$ cat src/rtl/pwm_gctl_pkg.sv
package pwm_gctl_pkg;

    // Global register offsets; software depends on these positions.
    localparam int unsigned OFS_ENA  = 32'h004;
    localparam int unsigned OFS_DIS  = 32'h008;
    localparam int unsigned OFS_STAT = 32'h00C;
    localparam int unsigned OFS_EVT  = 32'h01C;

    typedef enum logic [2:0] {
        ACC_NONE,
        ACC_ENA,
        ACC_DIS,
        ACC_STAT,
        ACC_EVT,
        ACC_CHAN
    } acc_kind_e;

endpackage

$ cat src/rtl/pwm_gctl_decode.sv
module pwm_gctl_decode
    import pwm_gctl_pkg::*;
#(
    parameter int unsigned NCH       = 4,
    parameter int unsigned AW        = 12,
    parameter int unsigned CH_BASE   = 32'h200,
    parameter int unsigned CH_STRIDE = 32'h20,
    localparam int unsigned SW       = $clog2(CH_STRIDE),
    localparam int unsigned CIW      = (NCH > 1) ? $clog2(NCH) : 1
) (
    input  logic            clk,
    input  logic            rst_n,
    input  logic            req,
    input  logic [AW-1:0]   addr,
    output acc_kind_e       kind,
    output logic [CIW-1:0]  chan_idx,
    output logic [SW-1:0]   offset,
    output logic [NCH-1:0]  sel
);
    localparam int unsigned WIN_SIZE = NCH * CH_STRIDE;

    logic [31:0] addr_w;
    logic [31:0] rel_w;
    logic        in_win;

    assign addr_w = 32'(addr);
    assign rel_w  = addr_w - CH_BASE;
    assign in_win = (addr_w >= CH_BASE) && (rel_w < WIN_SIZE);

    always_comb begin
        kind = ACC_NONE;
        if (in_win)                 kind = ACC_CHAN;
        else if (addr_w == OFS_ENA) kind = ACC_ENA;
        else if (addr_w == OFS_DIS) kind = ACC_DIS;
        else if (addr_w == OFS_STAT) kind = ACC_STAT;
        else if (addr_w == OFS_EVT) kind = ACC_EVT;
    end

    assign chan_idx = CIW'(rel_w >> SW);
    assign offset   = rel_w[SW-1:0];

    for (genvar n = 0; n < NCH; n++) begin : g_sel
        assign sel[n] = req && in_win && (chan_idx == CIW'(n));
    end

    assert_sel_onehot_R6: assert property (@(posedge clk) disable iff (!rst_n)
        $onehot0(sel));
    assert_no_sel_idle_R7: assert property (@(posedge clk) disable iff (!rst_n)
        (!req || kind != ACC_CHAN) |-> (sel == '0));

endmodule

$ cat src/rtl/pwm_gctl_chstate.sv
module pwm_gctl_chstate #(
    parameter int unsigned NCH = 4
) (
    input  logic           clk,
    input  logic           rst_n,
    input  logic           ena_wr,
    input  logic           dis_wr,
    input  logic           evt_rd,
    input  logic [NCH-1:0] mask,
    input  logic [NCH-1:0] ch_active,
    input  logic [NCH-1:0] period_start,
    output logic [NCH-1:0] en_q,
    output logic [NCH-1:0] run_q,
    output logic [NCH-1:0] evt_q
);
    typedef struct packed {
        logic [NCH-1:0] en;
        logic [NCH-1:0] run;
        logic [NCH-1:0] evt;
    } st_t;

    st_t st_d, st_q;

    always_comb begin
        st_d = st_q;
        if (ena_wr) st_d.en = st_q.en | mask;
        if (dis_wr) st_d.en = st_q.en & ~mask;
        // Running holds past a disable while the channel is mid-period.
        st_d.run = st_d.en | (st_q.run & ch_active);
        // Fresh events survive a clearing read.
        st_d.evt = (evt_rd ? '0 : st_q.evt) | period_start;
    end

    always_ff @(posedge clk or negedge rst_n) begin
        if (!rst_n) st_q <= '0;
        else        st_q <= st_d;
    end

    assign en_q  = st_q.en;
    assign run_q = st_q.run;
    assign evt_q = st_q.evt;

    assert_ena_sets_R1: assert property (@(posedge clk) disable iff (!rst_n)
        ena_wr |=> ((en_q & $past(mask)) == $past(mask)));
    assert_dis_clears_R2: assert property (@(posedge clk) disable iff (!rst_n)
        dis_wr |=> ((en_q & $past(mask)) == '0));
    assert_run_rise_R3: assert property (@(posedge clk) disable iff (!rst_n)
        !ena_wr |=> ((run_q & ~$past(run_q)) == '0));
    assert_run_hold_R3: assert property (@(posedge clk) disable iff (!rst_n)
        1'b1 |=> (($past(run_q & ch_active) & ~run_q) == '0));
    assert_evt_clear_R5: assert property (@(posedge clk) disable iff (!rst_n)
        evt_rd |=> (evt_q == $past(period_start)));

endmodule

$ cat src/rtl/pwm_gctl_rdmux.sv
module pwm_gctl_rdmux
    import pwm_gctl_pkg::*;
#(
    parameter int unsigned NCH = 4,
    parameter int unsigned DW  = 32,
    localparam int unsigned CIW = (NCH > 1) ? $clog2(NCH) : 1
) (
    input  logic              clk,
    input  logic              rst_n,
    input  logic              rd_stb,
    input  acc_kind_e         kind,
    input  logic [CIW-1:0]    chan_idx,
    input  logic [NCH-1:0]    run,
    input  logic [NCH-1:0]    evt,
    input  logic [NCH*DW-1:0] ch_rdata,
    output logic [DW-1:0]     rdata_q
);
    typedef struct packed {
        logic [DW-1:0] rdata;
    } rd_t;

    rd_t rd_d, rd_q;

    always_comb begin
        rd_d = rd_q;
        if (rd_stb) begin
            unique case (kind)
                ACC_STAT: rd_d.rdata = DW'(run);
                ACC_EVT:  rd_d.rdata = DW'(evt);
                ACC_CHAN: rd_d.rdata = ch_rdata[int'(chan_idx)*DW +: DW];
                default:  rd_d.rdata = '0;
            endcase
        end
    end

    always_ff @(posedge clk or negedge rst_n) begin
        if (!rst_n) rd_q <= '0;
        else        rd_q <= rd_d;
    end

    assign rdata_q = rd_q.rdata;

    assert_rd_hold_R9: assert property (@(posedge clk) disable iff (!rst_n)
        !rd_stb |=> $stable(rdata_q));
    assert_rd_zero_R7: assert property (@(posedge clk) disable iff (!rst_n)
        (rd_stb && (kind == ACC_NONE || kind == ACC_ENA || kind == ACC_DIS))
        |=> (rdata_q == '0));

endmodule

$ cat src/rtl/pwm_gctl.sv
module pwm_gctl
    import pwm_gctl_pkg::*;
#(
    parameter int unsigned NCH       = 4,
    parameter int unsigned AW        = 12,
    parameter int unsigned DW        = 32,
    parameter int unsigned CH_BASE   = 32'h200,
    parameter int unsigned CH_STRIDE = 32'h20,
    localparam int unsigned SW       = $clog2(CH_STRIDE),
    localparam int unsigned CIW      = (NCH > 1) ? $clog2(NCH) : 1
) (
    input  logic              clk,
    input  logic              rst_n,
    input  logic              bus_req,
    input  logic              bus_write,
    input  logic [AW-1:0]     bus_addr,
    input  logic [DW-1:0]     bus_wdata,
    output logic [DW-1:0]     bus_rdata,
    output logic [NCH-1:0]    ch_enable,
    input  logic [NCH-1:0]    ch_active,
    input  logic [NCH-1:0]    period_start,
    output logic [NCH-1:0]    ch_sel,
    output logic              ch_write,
    output logic [SW-1:0]     ch_offset,
    output logic [DW-1:0]     ch_wdata,
    input  logic [NCH*DW-1:0] ch_rdata
);
    acc_kind_e      kind;
    logic [CIW-1:0] chan_idx;
    logic [NCH-1:0] run, evt;
    logic           ena_wr, dis_wr, evt_rd, rd_stb;

    pwm_gctl_decode #(
        .NCH(NCH), .AW(AW), .CH_BASE(CH_BASE), .CH_STRIDE(CH_STRIDE)
    ) u_dec (
        .clk(clk), .rst_n(rst_n), .req(bus_req), .addr(bus_addr),
        .kind(kind), .chan_idx(chan_idx), .offset(ch_offset), .sel(ch_sel)
    );

    assign ena_wr = bus_req &&  bus_write && (kind == ACC_ENA);
    assign dis_wr = bus_req &&  bus_write && (kind == ACC_DIS);
    assign evt_rd = bus_req && !bus_write && (kind == ACC_EVT);
    assign rd_stb = bus_req && !bus_write;

    pwm_gctl_chstate #(.NCH(NCH)) u_st (
        .clk(clk), .rst_n(rst_n),
        .ena_wr(ena_wr), .dis_wr(dis_wr), .evt_rd(evt_rd),
        .mask(bus_wdata[NCH-1:0]),
        .ch_active(ch_active), .period_start(period_start),
        .en_q(ch_enable), .run_q(run), .evt_q(evt)
    );

    pwm_gctl_rdmux #(.NCH(NCH), .DW(DW)) u_rd (
        .clk(clk), .rst_n(rst_n), .rd_stb(rd_stb), .kind(kind),
        .chan_idx(chan_idx), .run(run), .evt(evt),
        .ch_rdata(ch_rdata), .rdata_q(bus_rdata)
    );

    assign ch_write = bus_write;
    assign ch_wdata = bus_wdata;

    assert_reset_state_R8: assert property (@(posedge clk)
        $rose(rst_n) |-> (ch_enable == '0 && run == '0));

endmodule

$ cat config.mk
export PLATFORM = sky130hd
export DESIGN_NAME = pwm_gctl
export DESIGN_NICKNAME = d
export VERILOG_FILES = /design/src/rtl/pwm_gctl_pkg.sv /design/src/rtl/pwm_gctl_decode.sv /design/src/rtl/pwm_gctl_chstate.sv /design/src/rtl/pwm_gctl_rdmux.sv /design/src/rtl/pwm_gctl.sv
export SDC_FILE = /design/constraint.sdc
export NUM_CORES = 1
export LEC_CHECK = 0
export BUFFER_PORTS_ARGS = -buffer_cell sky130_fd_sc_hd__buf_4
export CORE_MARGIN = 4
export CORE_UTILIZATION = 35
export CTS_CLUSTER_DIAMETER = 200
export DETAILED_ROUTE_END_ITERATION = 10
export PLACE_DENSITY = 0.84
export SLEW_MARGIN = 20
export SYNTH_ARGS = -nofsm -noshare
export SYNTH_HDL_FRONTEND = slang
export SYNTH_SLANG_ARGS = --single-unit
$ cat constraint.sdc
create_clock -name clk -period 2.1 [get_ports clk]
set_input_delay 0.315 -clock clk [delete_from_list [all_inputs] [get_ports clk]]
set_output_delay 0.315 -clock clk [all_outputs]
set_load 0.02 [all_outputs]
# --- Word-level counts from Yosys, hierarchy flattened ---
# Cells that the tools add are included.
totals:
  input_bits: 184
  mem_bits_rw: 0
  rom_bits: 0
  memories: 0
  register_bits: 44
  word_cells: 48
  out_inout_bits: 78
  latchBits: 0
op_classes:
  n_shift: 1
  bitwise_logic: 6
  n_div: 0
  n_addsub: 1
  eq_ne: 12
  reduce_logical: 13
  mul: 0
  muxes: 9
  magnitude_cmp: 2
ops:
  columns: ["op", "count"]
  rows:
  - ["indexed part select 128 x 8 -> 32 bit", 1]
  - ["case mux 32 bit (3 select lines)", 1]
  - ["< comparator 32 x 8 -> 1 bit, second input constant", 1]
  - ["== test 12 x 4 -> 1 bit, second input constant", 2]
  - ["2-to-1 mux 3 bit", 5]
  - ["subtractor 12 x 10 -> 13 bit, second input constant", 1]
  - ["== test 12 x 3 -> 1 bit, second input constant", 1]
  - ["== test 12 x 5 -> 1 bit, second input constant", 1]
  - ["greater-or-equal comparator 12 x 10 -> 1 bit, second input constant", 1]
  - ["2-to-1 mux 4 bit", 3]
  - ["bitwise OR 4 bit", 3]
  - ["logical AND 1 bit", 11]
  - ["bitwise AND 4 bit", 2]
  - ["== test 3 x 2 -> 1 bit, second input constant", 2]
  - ["== test 3 bit, second input constant", 2]
  - ["== test 2 bit, second input constant", 2]
  - ["inverter 4 bit", 1]
  - ["== test 3 x 1 -> 1 bit, second input constant", 1]
  - ["== test 2 x 1 -> 1 bit, second input constant", 1]
  - ["logical NOT 2 bit", 1]
  - ["logical NOT 1 bit", 1]

# --- Longest topological paths before layout ---
logic_depth:
  word_depth: 11
  ltp_mapped: 8
  mapped_depth_nobuf: 7

# --- Hierarchy ---
# From an unflattened synthesis, not the netlist that was laid out.
unflattened:
  cells_unflattened: 301
  hier_area_um2: 3251.9
modules_own_cells:
  columns: ["mod", "area_per_inst_um2", "n_inst", "cells_each", "seq_area_each_um2"]
  rows:
  - ["pwm_gctl_rdmux", 2222.1, 1, 185, 800.8]
  - ["pwm_gctl_chstate", 429.2, 1, 37, 300.3]
  - ["pwm_gctl_decode", 301.5, 1, 40, 0.0]
  - ["pwm_gctl", 299.0, 1, 39, 0.0]

# --- Worst setup path after synthesis ---
# OpenSTA, ideal clock, no wires.
synth_timing:
  kind: "input to output"
  startpoint: "input port bus_addr[10]"
  endpoint: "output port ch_sel[0]"
  slack_ps: -342
  required_time_ps: 1785
  cell_stages: 8
  path_buffers: 1
  arrival_time_ps: 2127
  cell_sequence: "inv_1 > ha_1 > or4b_2 > o31ai_4 > and3_1 > buf_4 > nand2_4 > nor3_1"
synth_between:
  elab_chain_cells: 5
  elab_cells_between_ends: 6
  cone_classes: "add/sub (1); order compare (2); reduce/logical (3)"
synth_lines:
  columns: ["element", "line_no", "rtl"]
  rows:
  - ["start: declaration", "pwm_gctl.sv:16", "input logic [AW-1:0] bus_addr,"]
  - ["subtractor 12 x 10 -> 13 bit", "pwm_gctl_decode.sv:27", "assign rel_w = addr_w - CH_BASE;"]
  - ["< comparator 32 x 8 -> 1 bit", "pwm_gctl_decode.sv:28", "assign in_win = (addr_w >= CH_BASE) && (rel_w < WIN_SIZE);"]
  - ["logical AND 1 bit *", "pwm_gctl_decode.sv:28", null]
  - ["logical AND 1 bit * (2 in a row)", "pwm_gctl_decode.sv:43", "assign sel[n] = req && in_win && (chan_idx == CIW'(n));"]
  - ["end: declaration", "pwm_gctl.sv:22", "output logic [NCH-1:0] ch_sel,"]
# Mark *: on every way between the ends. The rest lies on a longest branch, timed or not.

# --- Worst setup path after layout ---
layout_timing:
  startpoint: "input port bus_addr[10]"
  endpoint: "output port ch_sel[2]"
# The elaborated chain is that of the path after synthesis.

==> reports/metrics.yaml <==
irDropWorstVdd_mv: 0.2937
cts.sinks: 44
synth_flop_cell: "dfrtp_1"
violations: "setup timing"
grt_usage: 0.1953
drive_gt1_frac: 0.6105
grt.overflow.total: 0
path_class: "primary input to output port"
multi_input_area_sq_mm: 0.001582
yosysTopAreaCell: "dfrtp_1"
worst_pin_slew_ns: 0.6862
cp.arrival_ns: 1.96
fillers: 733
dp_cells: 551
ant_nets: 0
final_common_cell: "buf_4"
cts_buffers: 5
hpwl_mm: 8.289
cts_tree: "done"
synth_nets: 467
first_pass_iters: 4
r2r_cells: 3
ys_ff_latch: 44
status: "finished with violations"
core_area_sq_mm: 0.008299
timing.rr.start: "u_st.run_q[0]"
ctsRootBufferMaster: "clkbuf_8"
fp.dieW_um: 100.7
path_clk_slew_ns: 0.08
maxSlewViolCount: 0
grt_pass1_wl_mm: 15.58
timing.rr.end: "u_rd.rdata_q[0]"
num_io_pins: 262
crit_path_start_kind: "primary input"
vias: 2857
final_cells: 562
synth_area_per_cell_sq_um: 10.74
fmax_mhz: 439.3
synth_cell_types: 34
finalPower_mw: 1.962
final_area_sq_mm: 0.004644
hold-worst-slack_ns: 0.009742
ff_latch_area_sq_mm: 0.001101
finalSetupViolations: 4
synth.area.top_cells: "dfrtp_1 (37%), mux4_2 (24%), buf_4 (9.7%), nand2_1 (7.6%), o21ai_1 (4.0%)"
syn_area_sq_mm: 0.003008
hp-class: "primary input to async pin"
num_rows: 33
place_area_sq_mm: 0.004492
htreeDepth: 2
netlist.area_leader.share: 0.3661
synth_edf_count: 0
yosysSeqAreaShare: 0.3661
grt_max_degree: 45
synthArstFlopShare: 1.000
viasPerCell: 5.084
dp_slack_ns: -0.3625
p_per_area_mw_per_mm2: 422.4
die_y_um: 100.7
cp_max_fo: 3
drcViolationCount: 0
clk_latency_ns: 0.28
r2r_setup_slack_ns: 1.14
syn-instance-count: 280
clock_path_buffers: 2
fin_nets: 643
hold_viol: 0
yosysWarnings: 0
drt_iter0_markers: 73
fin_ws_ns: -0.1762
start_util: 0.3624
skew_ns: 0.001287
synthToLayoutAreaGrowth_pct: 54.41
maxCapViolCount: 0
layout_common_cells: "buf_4 (219), nand2_1 (61), dfrtp_1 (44), mux4_2 (32), o21ai_1 (24)"
wl_per_cell_um: 17.93
post-route-min-period_ns: 2.276
antenna_found_initial: 0
worst_setup_path_end_kind: "output port"
numPortBuffers: 205
p_leak_nw: 2.227
critPathRequiredTime_ns: 1.78
num_antenna_cells: 0
slew_headroom: 0.5425
die_area_sq_mm: 0.01014
min_period_over_period: 1.084
rsz0062_at_grt: "true"
gp_congestion: 0.7761
grt_pass1_vias: 3175
wirelength_mm: 10.08
how the worst max path moves through the flow:
stage	startpoint	to
floorplan	bus_addr[5]	ch_sel[1]
global placement	bus_addr[10]	ch_sel[1]
detailed placement	bus_addr[10]	ch_sel[1]
CTS	bus_addr[10]	ch_sel[2]
global route	bus_addr[10]	ch_sel[2]
finish	bus_addr[10]	ch_sel[2]
per-layer routing:
layer	global-route usage	routed length, um
met1	0.2207	3649
met2	0.3595	5409
met3	0.04775	849
met4	0.06010	167
met5	0	0
through the flow:
stage | util | setup TNS, ns
finish | 0.5596 | -0.6039
global route | 0.5596 | -0.8302
CTS | 0.5571 | -0.4112
detailed placement | 0.5412 | -1.495
global placement | 0.5412 | -1.044
floorplan | - | -0.1335
power breakdown:
part	total [mW]	switching, mW	leakage [nW]	internal [mW]
sequential	0.864	0.00661	0.592	0.858
clock	0.534	0.265	0.0455	0.269
combinational	0.564	0.215	1.59	0.348
total	1.96	0.487	2.23	1.47
cells by family (layout without fill, tap and decap cells):
group,Yosys count,after routing,share of synthesized area
AOI/OAI and AO/OA,57,57,0.1152
muxes,32,32,0.2396
buffers and inverters,59,236,0.1273
and+or+nand+nor,85,85,0.1394
DFF,44,44,0.3661
adders and majority gates,3,3,0.01248
cell type report:
cell class	count	area share
Tap cell	105	0.02829
Clock buffer	8	0.01940
Timing Repair Buffer	225	0.3712
Inverter	3	0.003502
Sequential cell	44	0.2371
Multi-Input combinational cell	177	0.3405
synth_stat cells, drive strengths merged, types with 2 or more instances:
library cell / instances
nand2: 62
buf: 48
dfrtp: 44
mux4: 32
o21ai: 32
a21o: 8
a21oi: 8
clkbuf: 8
a22oi: 4
a2bb2oi: 4
ha: 3
inv: 3
nand3: 3
nor2: 3
and3: 2
nand2b: 2
nor3: 2
nor3b: 2
what timing repair did:
| item | 4_1_cts | 5_1_grt |
|---|---|---|
| gates resized for setup | 8 | 2 |
| setup endpoints to repair | 4 | 4 |
| buffers inserted | 1 | 2 |
| pin swaps | 6 | 5 |
| gates cloned | 0 | 0 |
| hold buffers | 0 | 0 |
registers in the layout, indices dropped and copies added (netlist names):
name / count
u_st.en_q: 4
u_st.evt_q: 4
u_rd.rdata_q: 32
u_st.run_q: 4
worst max-delay path: stages:
cell,delay (ns)
buf_8,0.10
inv_6,0.05
ha_4,0.12
or4b_4,0.47
o31ai_4,0.25
and3_4,0.26
nand2_8,0.07
nor3b_4,0.18
buf_6,0.14
No activity file was read; power rests on OpenSTA's default activity.
